--- config.mk ---
export PLATFORM = sky130hd
export DESIGN_NAME = sync_burst_sram
export DESIGN_NICKNAME = d
export VERILOG_FILES = /design/src/rtl/sbs_pkg.sv /design/src/rtl/sbs_burst_ctrl.sv /design/src/rtl/sbs_wr_mask.sv /design/src/rtl/sbs_store.sv /design/src/rtl/sync_burst_sram.sv
export SDC_FILE = /design/constraint.sdc
export NUM_CORES = 2
export LEC_CHECK = 0
export ABC_AREA = 1
export BUFFER_PORTS_ARGS = -buffer_cell sky130_fd_sc_hd__buf_2
export CORE_MARGIN = 3
export CORE_UTILIZATION = 55
export DETAILED_ROUTE_END_ITERATION = 12
export PLACE_DENSITY_LB_ADDON = 0.25
export SETUP_SLACK_MARGIN = 0.02
export SLEW_MARGIN = 30
export SYNTH_ARGS = -nofsm -noshare
export SYNTH_HDL_FRONTEND = slang
export SYNTH_SLANG_ARGS = --single-unit
--- constraint.sdc ---
create_clock -name clk_i -period 3.4 [get_ports clk_i]
set_input_delay 0.51 -clock clk_i [delete_from_list [all_inputs] [get_ports clk_i]]
set_output_delay 0.51 -clock clk_i [all_outputs]
set_load 0.02 [all_outputs]
--- src/rtl/sbs_pkg.sv ---
package sbs_pkg;
  typedef enum logic {
    BURST_LINEAR      = 1'b0,
    BURST_INTERLEAVED = 1'b1
  } burst_mode_e;

  function automatic logic [1:0] burst_offset(input logic [1:0] start,
                                              input logic [1:0] step,
                                              input burst_mode_e mode);
    return (mode == BURST_INTERLEAVED) ? (start ^ step) : (start + step);
  endfunction
endpackage

--- src/rtl/sbs_burst_ctrl.sv ---
module sbs_burst_ctrl
  import sbs_pkg::*;
#(
  parameter int ADDR_W = 6
) (
  input  logic              clk_i,
  input  logic              rst_ni,
  input  logic              block_i,
  input  logic              proc_strobe_ni,
  input  logic              ctrl_strobe_ni,
  input  logic              cs_ni,
  input  logic              cs_hi_i,
  input  logic              cs_lo_ni,
  input  logic              burst_step_ni,
  input  logic              interleave_i,
  input  logic [ADDR_W-1:0] addr_i,
  output logic              acc_valid_o,
  output logic              acc_wr_ok_o,
  output logic [ADDR_W-1:0] acc_addr_o
);
  localparam int HI_W = ADDR_W - 2;

  logic            sel_q;
  logic [HI_W-1:0] base_q;
  logic [1:0]      start_q;
  logic [1:0]      cnt_q;

  logic       load_proc, load_ctrl, load, ce_ok;
  logic [1:0] cnt_nxt;

  always_comb begin
    load_proc   = !proc_strobe_ni && !cs_ni && !block_i;
    load_ctrl   = !ctrl_strobe_ni && !block_i;
    load        = load_proc || load_ctrl;
    ce_ok       = !cs_ni && cs_hi_i && !cs_lo_ni;
    cnt_nxt     = burst_step_ni ? cnt_q : cnt_q + 2'd1;
    acc_valid_o = load ? ce_ok : (sel_q && !block_i);
    acc_wr_ok_o = !load_proc;
    acc_addr_o  = load ? addr_i
                       : {base_q, burst_offset(start_q, cnt_nxt, burst_mode_e'(interleave_i))};
  end

  always_ff @(posedge clk_i or negedge rst_ni) begin
    if (!rst_ni) begin
      sel_q   <= 1'b0;
      base_q  <= '0;
      start_q <= '0;
      cnt_q   <= '0;
    end else if (block_i) begin
      sel_q <= 1'b0;
    end else if (load) begin
      sel_q   <= ce_ok;
      base_q  <= addr_i[ADDR_W-1:2];
      start_q <= addr_i[1:0];
      cnt_q   <= '0;
    end else if (sel_q && !burst_step_ni) begin
      cnt_q <= cnt_q + 2'd1;
    end
  end


  proc_gated_chk: assert property (@(posedge clk_i) disable iff (!rst_ni)
    (!proc_strobe_ni && cs_ni && ctrl_strobe_ni) |=> ($stable(base_q) && $stable(start_q)));


  suspend_hold_chk: assert property (@(posedge clk_i) disable iff (!rst_ni)
    (!load && burst_step_ni) |=> $stable(cnt_q));


  deselect_idle_chk: assert property (@(posedge clk_i) disable iff (!rst_ni)
    (load && !ce_ok) |=> !sel_q);
endmodule

--- src/rtl/sbs_wr_mask.sv ---
module sbs_wr_mask #(
  parameter int BYTES = 4
) (
  input  logic             clk_i,
  input  logic             rst_ni,
  input  logic             global_wr_ni,
  input  logic             byte_wr_en_ni,
  input  logic [BYTES-1:0] byte_we_ni,
  output logic [BYTES-1:0] mask_o
);
  for (genvar b = 0; b < BYTES; b++) begin : g_lane
    assign mask_o[b] = !global_wr_ni || (!byte_wr_en_ni && !byte_we_ni[b]);
  end


  no_write_chk: assert property (@(posedge clk_i) disable iff (!rst_ni)
    (global_wr_ni && byte_wr_en_ni) |-> (mask_o == '0));
endmodule

--- src/rtl/sbs_store.sv ---
module sbs_store #(
  parameter int ADDR_W = 6,
  parameter int BYTES  = 4
) (
  input  logic               clk_i,
  input  logic               rst_ni,
  input  logic               acc_valid_i,
  input  logic               acc_we_i,
  input  logic [BYTES-1:0]   acc_mask_i,
  input  logic [ADDR_W-1:0]  acc_addr_i,
  input  logic [8*BYTES-1:0] wdata_i,
  output logic [8*BYTES-1:0] rd_data_o,
  output logic               rd_valid_o
);
  localparam int DEPTH = 1 << ADDR_W;

  logic              acc_rd_q;
  logic [ADDR_W-1:0] rd_addr_q;
  logic              rd_valid_q;

  always_ff @(posedge clk_i or negedge rst_ni) begin
    if (!rst_ni) begin
      acc_rd_q   <= 1'b0;
      rd_addr_q  <= '0;
      rd_valid_q <= 1'b0;
    end else begin
      acc_rd_q   <= acc_valid_i && !acc_we_i;
      rd_addr_q  <= acc_addr_i;
      rd_valid_q <= acc_rd_q;
    end
  end

  for (genvar b = 0; b < BYTES; b++) begin : g_lane
    logic [7:0] lane_mem [DEPTH];
    logic [7:0] lane_q;

    always_ff @(posedge clk_i) begin
      if (acc_we_i && acc_mask_i[b]) lane_mem[acc_addr_i] <= wdata_i[8*b +: 8];
    end

    always_ff @(posedge clk_i or negedge rst_ni) begin
      if (!rst_ni)       lane_q <= '0;
      else if (acc_rd_q) lane_q <= lane_mem[rd_addr_q];
    end

    assign rd_data_o[8*b +: 8] = lane_q;
  end

  assign rd_valid_o = rd_valid_q;


  pipe_fill_chk: assert property (@(posedge clk_i) disable iff (!rst_ni)
    acc_rd_q |=> rd_valid_q);


  pipe_drain_chk: assert property (@(posedge clk_i) disable iff (!rst_ni)
    !acc_rd_q |=> !rd_valid_q);
endmodule

--- src/rtl/sync_burst_sram.sv ---
module sync_burst_sram #(
  parameter int ADDR_W      = 6,
  parameter int BYTES       = 4,
  parameter int WAKE_CYCLES = 2
) (
  input  logic               clk_i,
  input  logic               rst_ni,
  input  logic [ADDR_W-1:0]  addr_i,
  input  logic               proc_strobe_ni,
  input  logic               ctrl_strobe_ni,
  input  logic               burst_step_ni,
  input  logic               cs_ni,
  input  logic               cs_hi_i,
  input  logic               cs_lo_ni,
  input  logic               global_wr_ni,
  input  logic               byte_wr_en_ni,
  input  logic [BYTES-1:0]   byte_we_ni,
  input  logic               interleave_i,
  input  logic               oe_ni,
  input  logic               sleep_i,
  input  logic [8*BYTES-1:0] dq_i,
  output logic [8*BYTES-1:0] dq_o,
  output logic               dq_oe_o
);
  localparam int WAKE_W = $clog2(WAKE_CYCLES + 1);

  logic [WAKE_W-1:0] wake_q;
  logic              blocked;
  logic              acc_valid, acc_wr_ok, acc_we, rd_valid;
  logic [ADDR_W-1:0] acc_addr;
  logic [BYTES-1:0]  mask;

  assign blocked = sleep_i || (wake_q != '0);

  always_ff @(posedge clk_i or negedge rst_ni) begin
    if (!rst_ni)             wake_q <= '0;
    else if (sleep_i)        wake_q <= WAKE_W'(WAKE_CYCLES);
    else if (wake_q != '0)   wake_q <= wake_q - WAKE_W'(1);
  end

  sbs_burst_ctrl #(.ADDR_W(ADDR_W)) u_ctrl (
    .clk_i          (clk_i),
    .rst_ni         (rst_ni),
    .block_i        (blocked),
    .proc_strobe_ni (proc_strobe_ni),
    .ctrl_strobe_ni (ctrl_strobe_ni),
    .cs_ni          (cs_ni),
    .cs_hi_i        (cs_hi_i),
    .cs_lo_ni       (cs_lo_ni),
    .burst_step_ni  (burst_step_ni),
    .interleave_i   (interleave_i),
    .addr_i         (addr_i),
    .acc_valid_o    (acc_valid),
    .acc_wr_ok_o    (acc_wr_ok),
    .acc_addr_o     (acc_addr)
  );

  sbs_wr_mask #(.BYTES(BYTES)) u_mask (
    .clk_i         (clk_i),
    .rst_ni        (rst_ni),
    .global_wr_ni  (global_wr_ni),
    .byte_wr_en_ni (byte_wr_en_ni),
    .byte_we_ni    (byte_we_ni),
    .mask_o        (mask)
  );

  assign acc_we = acc_valid && acc_wr_ok && (|mask);

  sbs_store #(.ADDR_W(ADDR_W), .BYTES(BYTES)) u_store (
    .clk_i       (clk_i),
    .rst_ni      (rst_ni),
    .acc_valid_i (acc_valid),
    .acc_we_i    (acc_we),
    .acc_mask_i  (mask),
    .acc_addr_i  (acc_addr),
    .wdata_i     (dq_i),
    .rd_data_o   (dq_o),
    .rd_valid_o  (rd_valid)
  );

  assign dq_oe_o = rd_valid && !oe_ni && !blocked;


  oe_hiz_chk: assert property (@(posedge clk_i) disable iff (!rst_ni)
    oe_ni |-> !dq_oe_o);


  sleep_hiz_chk: assert property (@(posedge clk_i) disable iff (!rst_ni)
    sleep_i |-> !dq_oe_o);


  wake_block_chk: assert property (@(posedge clk_i) disable iff (!rst_ni)
    (wake_q != '0) |-> (!dq_oe_o && !acc_valid));


  proc_load_read_chk: assert property (@(posedge clk_i) disable iff (!rst_ni)
    (!proc_strobe_ni && !cs_ni && !blocked) |-> !acc_we);
endmodule

==> impl_results.md <==
* Routability congestion estimate at 0.9045
* Hold Path Cell Cnt at 4
* Leak Pwr at 34.67 nW
* Int Pwr at 0.04883 W
* R2R setup slack at 0.19 ns
* Startpoint Class: register
* Power Density at 805.6 mW/mm^2
* DR DRC count at 0
* Die Area at 0.1595 mm^2
* Max transition margin at 34.20%
* Gr ovfl total at 0
* Max Cap Violations at 0
* Total core area at 0.1528 mm^2
* Clock latency on the worst-skew pair at 0.85 ns
* First drt pass iteration count at 6
* Critical path required time at 3.92 ns
* Max H-tree Level at 4
* Overall die width at 399.4 um
* WP buf/inv at 6
* Hold Path Class: primary input to register
* Row count at 143
* Root buffer cell: clkbuf_16
* RSZ-0062 raised after global routing: true
* Clock Path Buffers at 3
* Final WL at 237,300 um
* Pwr Total at 0.07832 W
* Layout fillers at 11,290
* Flop and latch count out of synthesis at 2,099
* Worst Tran Pin Value at 0.9870 ns
* Setup crit end kind: register
* Period Utilization, post-route at 94.38%
* Syn Nets at 7,195
* Critical path depth at 15
* Layout area overhead at 14.20%
* Most common cell after layout, fill and taps aside: nand2_1
* Via count at 58,400
* Dpl hpwl at 144,000 um
* Kind of critical path: register to register
* Synth area leaders: edfxtp_1 (72%), nand3_1 (12%), nand2_1 (9.4%)
* Warnings, synthesis at 0
* Delay-heaviest family, CP: simple AND/OR/NAND/NOR gates
* Share of cells above drive strength 1 at 12.64%
* Chip Height at 399.4 um
* First-pass GRT wire length at 351,500 um
* Vias per cell at 6.078
* CP arrival at 3.73 ns
* Sw frac at 37.65%
* Mapped Cells at 7,138
* Post-synthesis sequential area ratio at 73.74%
* Drt wl/cell at 24.70 um
* Synth top area share at 72.24%
* Logic gate share of total power at 34.4%
* Crit path max fanout at 16
* Io pins at 88
* Largest net degree at the start of global routing at 155
* Final Max Tran Viols at 0
* CTS sink count at 2,099
* Net Switching at 0.02949 W
* Crit-path max cell delay at 0.38 ns
* Post-route ant nets at 0
* Crit-path slowest cell: dfrtp_1
* Synth Area per Inst at 11.93 um^2
* Fin. Hold Viols at 0
* Final core occ at 63.63%
* Status: finished, final reports clean
* Total GRT Usage at 29.73%
* Nets at 7,455
* Worst R2R Path Depth at 15
* Clk pwr share at 28.5%
* Initial antenna violation count at 8
* Vias in the first global route at 55,840
* Clock transition at the registers of the reported paths at 0.06 ns
* Critical path, cell by cell: inv_1 -> ha_1 -> inv_1 -> nor2_4 -> nand2_4 -> inv_2 -> nand2_1 -> nand2_1 -> nand2_1 -> nor2_4 -> buf_4 -> nand4_1 -> buf_4 -> nor2_1 -> buf_4
* Max frequency at 311.6 MHz
* Final setup violation count at 0
* Commonest cells after routing, fill and taps aside: nand2_1 (2,136), edfxtp_1 (2,048), nand3_1 (2,017)
* Clock Skews at 0.02892 ns
* Setup ws final at 0.1912 ns
* Initial DRC count at 9,350
* VDD IR max at 1307 uV
* CTS tree: done
* Initial core utilization at 55.71%
* Port-buffer cells at 87
* Period minus WS final at 3.209 ns
* Largest area contributor in the netlist: edfxtp_1
* Synth cell types at 35
* Pre-CTS setup slack at -0.05550 ns
* Total CTS buffers at 204
* Seq pwr share at 37.1%
* Post-synthesis cell area at 0.08513 mm^2
cell type report:
| type | count | area [um^2] | area share [%] |
|---|---|---|---|
| antenna | 5 | 12.51 | 0.01287 |
| clock buffer | 273 | 5557 | 5.715 |
| clock inverter | 109 | 1061 | 1.091 |
| inverter | 38 | 172.7 | 0.1776 |
| multi-input combinational | 4495 | 20260 | 20.83 |
| sequential | 2099 | 62790 | 64.59 |
| tap | 2030 | 2540 | 2.613 |
| timing repair buffer | 560 | 4828 | 4.966 |
timing repair:
item                                   4_1_cts  5_1_grt
gates resized for setup                      1       14
setup buffers                                0        1
endpoints found under the hold margin       45        0
setup endpoints to repair                    8      293
hold buffers                                 9        0
pin swaps                                    0        1
synthesized netlist by cell type, drive strengths merged:
library cell / count
a21boi: 1
ha: 2
xor2: 2
dfrtp: 51
nor2: 145
edfxtp: 2048
xnor2: 2
inv: 36
nand4: 38
nand2: 2138
nand3: 2018
o211ai: 1
clkbuf: 325
a21oi: 1
buf: 181
o21ai: 15
clkinv: 2
o2111ai: 1
nor3: 130
o21a: 1
layer usage:
layer	track usage [%]	vias to the layer above	part of all wire [%]
met5	0.4926	-	0.051
met4	12.32	4	4.3
met3	6.280	592	11
met2	45.30	3619	45
met1	41.95	28160	39
li1	-	26030	-
through the flow:
| step | setup TNS (ns) | instance area, um^2 | instances | hold slack, ns |
|---|---|---|---|---|
| 6_report | 0 | 97220 | 9609 | 0.07772 |
| 5_1_grt | 0 | 97210 | 9604 | 0.07398 |
| 4_1_cts | 0 | 97100 | 9602 | 0.01608 |
| 3_5_place_dp | -0.4425 | 90390 | 9211 | 0.4626 |
| 3_3_place_gp | -2.618 | 90370 | 9211 | 0.4586 |
| 2_1_floorplan | 0 | 85130 | 7138 | 0.2144 |
tightest hold or removal path: stages:
cell      delay, ns
buf_2          0.10
nor2_2         0.05
inv_4          0.11
a21boi_0       0.11
logic make-up (layout without fill, tap and decap cells):
kind of cell	count (synthesis)	after routing	share of synthesized area, %
AOI/OAI and AO/OA	20	20	0.2028
and+or+nand+nor	4469	4469	23.41
buffers and inverters	544	980	2.579
adders and majority gates	2	2	0.02939
xor gates and xnor gates	4	4	0.04116
DFF	2099	2099	73.74
other	0	5	0
worst paths after layout:
check / start / endpoint
min in group asynchronous: rst_ni / wake_q[1]
hold reg to reg: u_store.g_lane[3].lane_q[3] / u_store.g_lane[3].lane_q[3]
max in group asynchronous: rst_ni / u_store.g_lane[3].lane_q[0]
setup / recovery: wake_q[0] / u_store.g_lane[0].lane_mem[59][2]
setup reg to reg: wake_q[0] / u_store.g_lane[0].lane_mem[59][2]
hold / removal: cs_ni / u_store.acc_rd_q
power groups by stage:
stage | registers (W) | clock network, W | logic [W]
6_report | 0.0291 | 0.0223 | 0.0269
5_1_grt | 0.0291 | 0.0236 | 0.0289
4_1_cts | 0.0290 | 0.0225 | 0.0263
3_5_place_dp | 0.0296 | 0 | 0.0261
3_3_place_gp | 0.0296 | 0 | 0.0258
2_1_floorplan | 0.0294 | 0 | 0.0163
flip-flops by register name, indices dropped and copies added, names as in the netlist:
signal	flops
u_store.rd_addr_q	6
u_ctrl.base_q	4
u_ctrl.sel_q	1
u_store.g_lane.lane_mem	2048
u_ctrl.start_q	2
wake_q	2
u_store.rd_valid_o	1
u_store.acc_rd_q	1
u_ctrl.cnt_q	2
u_store.g_lane.lane_q	32
Note: power is estimated with default switching activity, not from simulation.
